$ cat src/rtl/gcnt_pkg.sv
package gcnt_pkg;

    // Raw pin levels as seen by the synchronizer.
    typedef struct packed {
        logic clr_n;
        logic gate_n;
        logic load_n;
        logic sclk_n;
        logic sel;
        logic ext;
        logic refs;
    } pins_t;

    localparam int PIN_W = $bits(pins_t);

    // Controls rest high, the sources and the select rest low.
    localparam pins_t PINS_IDLE = '{clr_n: 1'b1, gate_n: 1'b1, load_n: 1'b1,
                                    sclk_n: 1'b1, sel: 1'b0, ext: 1'b0, refs: 1'b0};

    // Decoded controls and events in the core clock domain.
    typedef struct packed {
        logic clr;
        logic open;
        logic sel_ref;
        logic load;
        logic tick_ref;
        logic tick_ext;
        logic sclk_rise;
    } ctl_t;

    function automatic ctl_t decode_pins(input pins_t lvl, input pins_t prev);
        ctl_t c;
        c.clr       = ~lvl.clr_n;
        c.open      = ~lvl.gate_n;
        c.sel_ref   = lvl.sel;
        c.load      = ~lvl.load_n;
        c.tick_ref  = lvl.refs & ~prev.refs;
        c.tick_ext  = lvl.ext & ~prev.ext;
        c.sclk_rise = lvl.sclk_n & ~prev.sclk_n;
        return c;
    endfunction

endpackage

$ cat src/rtl/gcnt_sync.sv
module gcnt_sync
    import gcnt_pkg::*;
#(
    parameter int STAGES = 2
) (
    input  logic  clk,
    input  logic  rst,
    input  pins_t pin,
    output pins_t lvl,
    output pins_t prev
);
    localparam int DEPTH = STAGES + 1;

    // Stages 0..STAGES-1 synchronize. The last stage holds the previous level.
    pins_t pipe [DEPTH];

    always_ff @(posedge clk) begin
        if (rst) begin
            for (int i = 0; i < DEPTH; i++) pipe[i] <= PINS_IDLE;
        end else begin
            pipe[0] <= pin;
            for (int i = 1; i < DEPTH; i++) pipe[i] <= pipe[i-1];
        end
    end

    assign lvl  = pipe[STAGES-1];
    assign prev = pipe[STAGES];
endmodule

$ cat src/rtl/gcnt_ctr.sv
module gcnt_ctr #(
    parameter int W = 32
) (
    input  logic         clk,
    input  logic         rst,
    input  logic         clr,
    input  logic         inc,
    output logic [W-1:0] cnt,
    output logic         ovf
);
    localparam logic [W-1:0] TOP = {W{1'b1}};

    always_ff @(posedge clk) begin
        if (rst || clr) begin
            cnt <= '0;
            ovf <= 1'b0;
        end else if (inc) begin
            cnt <= cnt + 1'b1;
            if (cnt == TOP) ovf <= 1'b1;
        end
    end
endmodule

$ cat src/rtl/gcnt_shr.sv
module gcnt_shr #(
    parameter int W = 32
) (
    input  logic         clk,
    input  logic         rst,
    input  logic         cap,
    input  logic         shift,
    input  logic [W-1:0] din,
    output logic [W-1:0] sh,
    output logic         sout
);
    always_ff @(posedge clk) begin
        if (rst)        sh <= '0;
        else if (cap)   sh <= din;
        else if (shift) sh <= {sh[W-2:0], 1'b0};
    end

    assign sout = sh[W-1];
endmodule

$ cat src/rtl/gcnt_top.sv
module gcnt_top
    import gcnt_pkg::*;
#(
    parameter int CNT_W     = 32,
    parameter int SYNC_STGS = 2
) (
    input  logic clk,
    input  logic rst,
    input  logic clr_n,
    input  logic gate_n,
    input  logic load_n,
    input  logic sclk_n,
    input  logic src_sel,
    input  logic ext_sig,
    input  logic ref_sig,
    output logic ser_out,
    output logic ovf
);
    pins_t pin_in, pin_lvl, pin_prev;
    ctl_t  ctl;

    logic             clr_act, gate_open, tick, inc, sclk_rise, load_act, cap, shift;
    logic [CNT_W-1:0] cnt, sh;

    assign pin_in = {clr_n, gate_n, load_n, sclk_n, src_sel, ext_sig, ref_sig};

    gcnt_sync #(.STAGES(SYNC_STGS)) u_sync (
        .clk (clk),
        .rst (rst),
        .pin (pin_in),
        .lvl (pin_lvl),
        .prev(pin_prev)
    );

    always_comb ctl = decode_pins(pin_lvl, pin_prev);

    assign clr_act   = ctl.clr;
    assign gate_open = ctl.open;
    assign tick      = ctl.sel_ref ? ctl.tick_ref : ctl.tick_ext;
    assign inc       = tick & gate_open;
    assign sclk_rise = ctl.sclk_rise;
    assign load_act  = ctl.load;
    assign cap       = sclk_rise & load_act;
    assign shift     = sclk_rise & ~load_act;

    gcnt_ctr #(.W(CNT_W)) u_ctr (
        .clk(clk),
        .rst(rst),
        .clr(clr_act),
        .inc(inc),
        .cnt(cnt),
        .ovf(ovf)
    );

    gcnt_shr #(.W(CNT_W)) u_shr (
        .clk  (clk),
        .rst  (rst),
        .cap  (cap),
        .shift(shift),
        .din  (cnt),
        .sh   (sh),
        .sout (ser_out)
    );
endmodule

$ cat config.mk
export PLATFORM = sky130hd
export DESIGN_NAME = gcnt_top
export DESIGN_NICKNAME = d
export VERILOG_FILES = /design/src/rtl/gcnt_pkg.sv /design/src/rtl/gcnt_sync.sv /design/src/rtl/gcnt_ctr.sv /design/src/rtl/gcnt_shr.sv /design/src/rtl/gcnt_top.sv
export SDC_FILE = /design/constraint.sdc
export NUM_CORES = 1
export LEC_CHECK = 0
export BUFFER_PORTS_ARGS = -buffer_cell sky130_fd_sc_hd__buf_2
export CAP_MARGIN = 10
export CORE_UTILIZATION = 50
export CTS_BUF_LIST = sky130_fd_sc_hd__clkbuf_8
export CTS_CLUSTER_SIZE = 25
export DETAILED_ROUTE_END_ITERATION = 8
export GPL_ROUTABILITY_DRIVEN = 0
export PLACE_DENSITY = 0.75
export SYNTH_ARGS = -nofsm -noshare
export SYNTH_HDL_FRONTEND = slang
export SYNTH_SLANG_ARGS = --single-unit
$ cat constraint.sdc
create_clock -name clk -period 5.25 [get_ports clk]
set_clock_uncertainty 0.1 [all_clocks]
set_input_delay 0.2625 -clock clk [delete_from_list [all_inputs] [get_ports clk]]
set_output_delay 0.2625 -clock clk [all_outputs]
set_load 0.05 [all_outputs]
==> impl_results.md, run 1 <==
- Routed length per instance: 13.44 µm
- Vias in the first global route: 2500
- Most numerous cell in the Yosys netlist: dfxtp_1
- Worst-path cell chain: nor4b_2 > o21ai_1 > buf_6 > or4_1 > a21oi_1
- Final worst path period share: 0.4330
- CTS sink cnt: 82
- Largest net degree at the start of global routing: 52
- Synth top area share: 0.4646
- Die Width: 86.07 µm
- Number of synthesized flops with an enable pin: 0
- Worst min path class: input port to flop
- WS Path Type: flop to flop
- Fmax: 439.9 MHz
- Power per cell area: 320.4 nW/µm²
- Sequential cell area fraction in the yosys report: 0.4646
- Gr usage total: 0.1927
- Initial DRC Count: 153
- Critical path required time: 5.41 ns
- Top post-synthesis cells by area: dfxtp_1 46%, mux2i_1 11%, a211oi_1 7.0%, nor2_1 4.1%, o31ai_1 3.2%
- Post-CTS setup buffers: 0
- Slowest stage delay, CP: 0.53 ns
- Clk_lat worst skew: 0.35 ns
- Syn-to-layout area delta: 10.34%
- Placed inst area: 3596 µm²
- I/O pins: 11
- Setup TNS: 0 ns
- Synthesized net count: 387
- Worst VDD drop: 0.2192 mV
- Crit path launch type: flop
- FP Rows: 30
- Share of cells above drive strength 1: 0.1132
- Grt met1 use: 0.2563
- Die Y: 86.07 µm
- Final net count: 385
- Final min period: 2.273 ns
- First-pass GRT wire length: 11.36 mm
- Final setup fails: 0
- Crit end category: flop
- CP top delay family: simple AND/OR/NAND/NOR gates
- Cells after Synth: 377
- Routed WL: 6.399 mm
- Routed via count: 2666
- Ys flop type: dfxtp_1
- Final-layout fill cell count: 564
- N_diodes: 0
- Gr ovfl total: 0
- Initial antenna violation count: 0
- Status: finished clean
- Asr flop ratio synth: 0
- Worst slew pin tran: 1.092 ns
- PnR worst setup slack: 2.977 ns
- Pre-antenna DRT Iters: 4
- Vias/cell: 5.601
- # Max-Cap Violations: 0
- CP Data Arrival Time: 2.43 ns
- Syn avg cell area: 9.372 µm²
- Root buffer cell: clkbuf_8
- Synth Warn #: 0
- DRC: 0
- Area leader, netlist: dfxtp_1
- Max Slew Vio Count: 0
- Final instance area: 3899 µm²
- GRT Max-Usage Layer: met2
- Worst-case clock buffer depth: 2
- Dpl hpwl: 3.885 mm
- Total core area: 6794 µm²
- Antenna-violating nets left: 0
- Relative slew slack: 0.2703
- Final hold vios: 0
- Met2 usage: 0.3045
- Clock-pin slew on the worst setup and hold paths: 0.08 ns
- Synth Cell Area: 3533 µm²
- CTS Buf Count: 9
- WP buf/inv: 1
- Seq cells post-synth: 82
- Die area: 7407 µm²
- Worst-path fanout max: 14
- Post-synthesis cell type count: 39
- Worst hold margin: 0.01919 ns
- GR Layer Usage met3: 0.03465
- Final std cells w/o fill: 476
- Dpl ws: 2.867 ns
- IO buf count: 10
- RSZ-0062 raised after global routing: false
- Slowest cell on crit path: nor4b_2
- Post-synth top cells: 82 x dfxtp_1, 39 x nor2_1, 38 x mux2i_1, 33 x a211oi_1, 25 x clkbuf_1
- Starting Density: 0.5201
- Leak pwr: 1.412 nW
- Dpl cells: 455
- Htree depth: 3
- CTS tree: done
==> cells in the final DEF (no fill, tap or decap), types with 4 or more instances in the layout <==
| cell type | count |
|---|---|
| nand2b_1 | 9 |
| nor4_1 | 6 |
| dfxtp_1 | 81 |
| o31ai_1 | 15 |
| nor2b_1 | 9 |
| nand3_1 | 9 |
| a211oi_1 | 33 |
| or4_1 | 14 |
| nand2_1 | 20 |
| buf_2 | 10 |
| nand4_1 | 7 |
| mux2i_1 | 38 |
| clkbuf_8 | 11 |
| a21oi_1 | 20 |
| dlygate4sd3_1 | 4 |
| nor2_1 | 39 |
| or2_2 | 10 |
==> kinds of logic after synthesis <==
kind of cell / Yosys count / synth area share
AOI/OAI and AO/OA: 79 / 0.1523
xor gates and xnor gates: 5 / 0.01240
adders and majority gates: 1 / 0.003541
buffers and inverters: 32 / 0.03824
DFF: 82 / 0.4646
muxes: 38 / 0.1076
and+or+nand+nor: 140 / 0.2213
==> worst paths after layout <==
kind / startpoint / to / slack (ns) / cells past startpoint
worst max register to register: u_sync.pipe[0][9] / u_ctr.cnt[16] / 2.98 / 5
worst min register to register: u_sync.pipe[0][6] / u_sync.pipe[0][13] / 0.31 / 1
worst max-delay path: u_sync.pipe[0][9] / u_ctr.cnt[16] / 2.98 / 5
worst min-delay path: ref_sig / u_sync.pipe[0][0] / 0.02 / 2
==> layer usage <==
layer | vias to the layer above | part of all wire
met5 | - | 0
met4 | 0 | 0.015
met3 | 8 | 0.027
met2 | 39 | 0.45
met1 | 1237 | 0.51
li1 | 1382 | -
==> flip-flops by register name, indices dropped and copies added (netlist names) <==
signal / flops
u_ctr.cnt: 32
u_shr.sh: 32
u_sync.pipe: 17
u_ctr.ovf: 1
==> worst register-to-register path: stages (launching register included) <==
cell,delay (ns)
dfxtp_1,0.34
nor4b_2,0.53
o21ai_1,0.33
buf_6,0.24
or4_1,0.50
a21oi_1,0.15
==> cell type report <==
type,count,area [µm²],share of cell area
Clock buffer,11,151.4,0.03883
Tap cell,96,120.1,0.03081
Clock inverter,5,100.1,0.02567
Multi-Input combinational cell,263,1764,0.4525
Timing Repair Buffer,16,108.9,0.02792
Sequential cell,82,1643,0.4214
Inverter,3,11.26,0.002888
==> timing repair <==
item,CTS,global route
hold endpoints to repair,4,0
hold buffers,4,0
resized for setup,0,0
==> per-stage QoR <==
stage                 util  power (W)
global placement    0.5293  0.0007059
finish              0.5738   0.001249
detailed placement  0.5293  0.0007075
CTS                 0.5722   0.001262
global route        0.5738   0.001294
floorplan                -  0.0006959
==> where the power goes <==
part            total, W  internal (W)  switching [W]  leakage, nW
Clock           0.000554      0.000340       0.000214        0.129
Sequential      0.000646      0.000635      0.0000108        0.665
Combinational  0.0000489     0.0000226      0.0000263        0.617
Total            0.00125      0.000998       0.000251         1.41
Note: power is estimated with default switching activity, not from simulation.
==> run 2, diff against run 1 <==
--- a/config.mk
+++ b/config.mk
@@ -5,6 +5,7 @@
 export SDC_FILE = /design/constraint.sdc
 export NUM_CORES = 1
 export LEC_CHECK = 0
+export ABC_AREA = 1
 export BUFFER_PORTS_ARGS = -buffer_cell sky130_fd_sc_hd__buf_2
 export CAP_MARGIN = 10
 export CORE_UTILIZATION = 50
@@ -12,7 +13,7 @@
 export CTS_CLUSTER_SIZE = 25
 export DETAILED_ROUTE_END_ITERATION = 8
 export GPL_ROUTABILITY_DRIVEN = 0
-export PLACE_DENSITY = 0.75
+export PLACE_DENSITY = 0.78
 export SYNTH_ARGS = -nofsm -noshare
 export SYNTH_HDL_FRONTEND = slang
 export SYNTH_SLANG_ARGS = --single-unit
==> constraint.sdc (replaced) <==
create_clock -name clk -period 1.9 [get_ports clk]
set_clock_uncertainty 0.1 [all_clocks]
set_input_delay 0.095 -clock clk [delete_from_list [all_inputs] [get_ports clk]]
set_output_delay 0.095 -clock clk [all_outputs]
set_load 0.05 [all_outputs]
==> impl_results.md, run 2 <==
- Vias in the first global route: 3035
- Synthesized net count: 538
- Gr ovfl total: 0
- Sequential cell area fraction in the yosys report: 0.4386
- Asr flop ratio synth: 0
- N_diodes: 0
- Post-synth top cells: 142 x nand2_1, 82 x dfxtp_1, 65 x nor2_1, 52 x inv_1, 36 x o21ai_0
- Starting Density: 0.5160
- Synth Warn #: 0
- Post-synthesis cell type count: 33
- Slowest stage delay, CP: 0.54 ns
- Seq cells post-synth: 82
- Die Width: 88.52 µm
- WP buf/inv: 4
- Routed via count: 3351
- Antenna-violating nets left: 0
- Dpl hpwl: 5.227 mm
- Critical path required time: 2.05 ns
- Area leader, netlist: dfxtp_1
- Die area: 7835 µm²
- GRT Max-Usage Layer: met2
- Worst-case clock buffer depth: 2
- Root buffer cell: clkbuf_8
- Vias/cell: 5.155
- Final min period: 1.725 ns
- Final worst path period share: 0.9080
- Syn avg cell area: 7.088 µm²
- IO buf count: 10
- Share of cells above drive strength 1: 0.1307
- Number of synthesized flops with an enable pin: 0
- Largest registers: u_ctr.cnt x32, u_shr.sh x32, u_sync.pipe x17
- Cells after Synth: 528
- Dpl cells: 624
- Relative slew slack: 0.6854
- Worst VDD drop: 0.4726 mV
- Final std cells w/o fill: 650
- Grt met1 use: 0.2663
- Worst slew pin tran: 0.4718 ns
- Synth top area share: 0.4386
- Final net count: 557
- Setup TNS: 0 ns
- Crit end category: flop
- Worst-path fanout max: 24
- Routed length per instance: 11.79 µm
- Synth Cell Area: 3742 µm²
- Htree depth: 3
- Crit path launch type: input port
- Total core area: 7253 µm²
- First-pass GRT wire length: 13.43 mm
- Die Y: 88.52 µm
- CP Data Arrival Time: 1.87 ns
- Fmax: 579.6 MHz
- Leading cell type in the layout, fill and taps excluded: nand2_1
- Most numerous cell in the Yosys netlist: nand2_1
- Initial DRC Count: 236
- GR Layer Usage met3: 0.05037
- CTS Buf Count: 9
- Final hold vios: 0
- Most frequent cells in the layout: 142 x nand2_1, 82 x dfxtp_1, 64 x nor2_1
- Worst min path class: flop to flop
- Initial antenna violation count: 0
- Max Slew Vio Count: 0
- WS Path Type: input port to flop
- Gr usage total: 0.2238
- Leak pwr: 1.494 nW
- CTS sink cnt: 82
- FP Rows: 31
- I/O pins: 11
- # Max-Cap Violations: 0
- Power per cell area: 749.3 nW/µm²
- CTS tree: done
- Clk_lat worst skew: 0.36 ns
- Syn-to-layout area delta: 12.10%
- Top post-synthesis cells by area: dfxtp_1 44%, nand2_1 14%, nor2_1 6.5%, inv_1 5.2%, a31oi_1 5.2%
- Final setup fails: 0
- Clock-pin slew on the worst setup and hold paths: 0.07 ns
- Status: finished clean
- Largest net degree at the start of global routing: 61
- Final Total Pwr: 0.003143 W
- Routed WL: 7.662 mm
- Slowest cell on crit path: dlygate4sd3_1
- DRC: 0
- Met2 usage: 0.3853
- Worst-path cell chain: dlygate4sd3_1 > clkbuf_4 > inv_1 > nand2_2 > clkinvlp_4 > nand2_1 > a21oi_1
- Pre-antenna DRT Iters: 5
- Post-CTS setup buffers: 0
- RSZ-0062 raised after global routing: false
- Ys flop type: dfxtp_1
- CP top delay family: buffers and inverters
==> run 2: cell types whose count changed after synthesis, moves of 12 or more <==
cell,delta
o31ai_1,-15
inv_1,+49
mux2i_1,-38
nor2_1,+26
o21ai_0,+33
a211oi_1,-32
a31oi_1,+30
or4_1,-14
nand2_1,+122
nor2_2,+12
==> run 2: cell families (layout without fill, tap and decap cells) <==
family / count (synthesis) / count (layout) / synth area share
DFF: 82 / 82 / 0.4386
and+or+nand+nor: 277 / 277 / 0.3377
adders and majority gates: 1 / 1 / 0.003343
xor gates and xnor gates: 5 / 5 / 0.01170
buffers and inverters: 74 / 97 / 0.07723
AOI/OAI and AO/OA: 89 / 89 / 0.1314
==> run 2: area by class of cell <==
type                    count  area, µm²
clock buffers              10      137.6
clock inverters             5      47.55
fillers                   674       3058
inverters                  53      202.7
multi-input cells         372       1819
flip-flops and latches     82       1642
well taps                  99      123.9
repair buffers             29      222.7
==> run 2: worst paths after layout <==
kind	slack, ns	from	end	cells after the start
setup reg to reg	0.23	u_ctr.cnt[0]	u_ctr.cnt[18]	8
setup / recovery	0.17	rst	u_ctr.cnt[16]	7
hold / removal	0.30	u_sync.pipe[0][0]	u_sync.pipe[0][7]	2
hold reg to reg	0.30	u_sync.pipe[0][0]	u_sync.pipe[0][7]	2
==> run 2: what timing repair did <==
| action | in CTS | in global routing |
|---|---|---|
| endpoints found under the hold margin | 12 | 0 |
| hold buffers | 11 | 0 |
| endpoints found under the setup margin | 0 | 5 |
| resized for setup | 0 | 2 |
==> run 2: worst register-to-register path, cell delays in order, from the launching register on <==
cell	delay [ns]
dfxtp_1	0.37
ha_1	0.19
inv_1	0.08
nor2_2	0.21
nand3_2	0.20
nor2_4	0.19
nand4_1	0.09
nand2_1	0.08
nor2_1	0.05
==> run 2: layer usage <==
layer / vias up / wire length, µm / share of wire
li1: 1738 / - / -
met1: 1533 / 3611 / 0.47
met2: 63 / 3631 / 0.47
met3: 17 / 241 / 0.031
met4: 0 / 178 / 0.023
met5: - / 0 / 0
==> run 2: power by group <==
group          switching (W)  internal (W)
Combinational      0.0000949     0.0000604
Sequential         0.0000151       0.00175
Clock               0.000596      0.000622
==> run 2: per-stage QoR <==
stage	hold WS (ns)	utilization	cell area (µm²)	setup WS, ns
after CTS	0.3007	0.5775	4189	0.06216
after global placement	0.1768	0.5368	3894	0.2607
after global routing	0.3016	0.5784	4195	0.05787
after floorplan	0.09881	-	3742	0.4372
final	0.2978	0.5784	4195	0.1748
after detailed placement	0.1817	0.5368	3894	0.2432
==> run 3, diff against run 2 <==
--- a/config.mk
+++ b/config.mk
@@ -8,12 +8,12 @@
 export ABC_AREA = 1
 export BUFFER_PORTS_ARGS = -buffer_cell sky130_fd_sc_hd__buf_2
 export CAP_MARGIN = 10
-export CORE_UTILIZATION = 50
+export CORE_UTILIZATION = 43
 export CTS_BUF_LIST = sky130_fd_sc_hd__clkbuf_8
 export CTS_CLUSTER_SIZE = 25
 export DETAILED_ROUTE_END_ITERATION = 8
 export GPL_ROUTABILITY_DRIVEN = 0
-export PLACE_DENSITY = 0.78
+export PLACE_DENSITY = 0.7
 export SYNTH_ARGS = -nofsm -noshare
 export SYNTH_HDL_FRONTEND = slang
 export SYNTH_SLANG_ARGS = --single-unit
==> impl_results.md, run 3 (synthesis results as in run 2) <==
- RSZ-0062 raised after global routing: false
- Post-CTS setup buffers: 0
- IO buf count: 10
- R2r startpoint: u_sync.pipe[0][13]
- Clock power share: 0.464
- Crit end category: flop
- Routed via count: 3340
- Routed WL: 7.861 mm
- Starting Density: 0.4509
- Leading cell type in the layout, fill and taps excluded: nand2_1
- Relative slew slack: 0.4625
- Hold Startpoint: rst
- Antenna-violating nets left: 0
- Vias/cell: 5.076
- Power per cell area: 835.4 nW/µm²
- R2R Path End: u_ctr.cnt[0]
- Fmax: 587.6 MHz
- Worst Hold End: u_ctr.cnt[1]
- CTS sink cnt: 82
- PnR worst setup slack: 0.1983 ns
- FF-to-FF setup slack: 0.20 ns
- Register area: 1642 µm²
- Leak pwr: 1.538 nW
- Initial DRC Count: 195
- Worst slew pin tran: 0.8053 ns
- Worst min path class: input port to flop
- Worst hold margin: 0.1164 ns
- FP Rows: 33
- Status: finished clean
- Internal: 0.002852 W
- CTS tree: done
- Sw Share: 0.2070
- Worst hold stages: 4
- Dpl hpwl: 5.299 mm
- Die Y: 95.29 µm
- Dpl cells: 630
- Largest net degree at the start of global routing: 61
- Critical path required time: 2.07 ns
- Worst-path fanout max: 24
- Total core area: 8299 µm²
- # Max-Cap Violations: 0
- Final hold vios: 0
- DRC: 0
- Gr ovfl total: 0
- Final min period: 1.702 ns
- Area of the multi-input gates: 1824 µm²
- Pre-antenna DRT Iters: 7
- First-pass GRT wire length: 14.16 mm
- Gr usage total: 0.2001
- GR Layer Usage met3: 0.03110
- Final-layout fill cell count: 780
- CP Data Arrival Time: 1.88 ns
- I/O pins: 11
- Htree depth: 3
- Die area: 9080 µm²
- Final net count: 558
- Net Sw Power: 0.0007444 W
- Routed length per instance: 11.95 µm
- Share of cells above drive strength 1: 0.1320
- Grt met1 use: 0.2526
- Most frequent cells in the layout: 142 x nand2_1, 82 x dfxtp_1, 64 x nor2_1
- Die Width: 95.29 µm
- GRT Max-Usage Layer: met2
- Met2 usage: 0.3339
- Max Slew Vio Count: 0
- Vias in the first global route: 3110
- N_diodes: 0
- Combinational power share: 0.044
- Initial antenna violation count: 0
- CTS Buf Count: 9
- WS Path Type: flop to flop
- Largest registers: u_ctr.cnt x32, u_shr.sh x32, u_sync.pipe x17
- Final std cells w/o fill: 658
- Worst-case clock buffer depth: 2
- Seq pwr share: 0.492
- Setup TNS: 0 ns
- Final setup fails: 0
- Clock-pin slew on the worst setup and hold paths: 0.08 ns
- Reg2reg path depth: 4
- Syn-to-layout area delta: 15.05%
- Crit path launch type: flop
- Final worst path period share: 0.8956
- Worst VDD drop: 0.5812 mV
- Dpl ws: 0.2018 ns
- Root buffer cell: clkbuf_8
- Clk_lat worst skew: 0.36 ns
## run 3: cell count changes in the layout (fill, tap and decap cells not counted), sizes merged
| cell | before | now |
|---|---|---|
| buf | 17 | 18 |
| bufinv | 1 | 4 |
| clkbuf | 11 | 10 |
| clkinv | 2 | 1 |
| clkinvlp | 1 | 0 |
| dlygate4sd3 | 11 | 12 |
## run 3: metrics by stage
step	instance area [µm²]	utilization	total power [W]
floorplan	3742	-	0.001909
global placement	3914	0.4716	0.001943
detailed placement	3914	0.4716	0.001948
CTS	4300	0.5182	0.003620
global route	4305	0.5188	0.003716
finish	4305	0.5188	0.003597
## run 3: repair_timing
item / CTS / global route
resized for setup: 0 / 1
hold endpoints to repair: 11 / 0
endpoints found under the setup margin: 0 / 2
hold buffers: 12 / 0
## run 3: worst max path at each step
stage                                   from            end
after floorplan                 u_ctr.cnt[1]  u_ctr.cnt[24]
after global placement                   rst   u_ctr.cnt[4]
after detailed placement                 rst   u_ctr.cnt[0]
after CTS                       u_ctr.cnt[1]  u_ctr.cnt[22]
after global routing      u_sync.pipe[0][13]   u_ctr.cnt[0]
final                     u_sync.pipe[0][13]   u_ctr.cnt[0]
## run 3: routing by layer
layer  part of all wire  routed length (µm)  vias to the layer above
met5                  0                   0                        -
met4              0.018                 145                        0
met3              0.031                 246                       10
met2               0.47                3714                       61
met1               0.48                3755                     1539
li1                   -                   -                     1730
## run 3: worst max-delay path, cell delays in order, from the launching register on
cell and delay, ns:
dfxtp_1 0.32, nand2_2 0.14, inv_1 0.63, o21ai_0 0.23, a21oi_1 0.20
## run 3: cell type report
type                            instances  area share
Inverter                               53     0.04621
Timing Repair Buffer                   30     0.05638
Multi-Input combinational cell        372      0.4237
Tap cell                              105     0.03051
Clock buffer                           10     0.03197
Sequential cell                        82      0.3813
Clock inverter                          6     0.02993
## run 3: power by group through the flow
| stage | clock network, W | logic, W | registers, W |
|---|---|---|---|
| floorplan | 0 | 0.000102 | 0.00181 |
| global placement | 0 | 0.000134 | 0.00181 |
| detailed placement | 0 | 0.000138 | 0.00181 |
| CTS | 0.00169 | 0.000159 | 0.00177 |
| global route | 0.00176 | 0.000180 | 0.00177 |
| finish | 0.00167 | 0.000158 | 0.00177 |
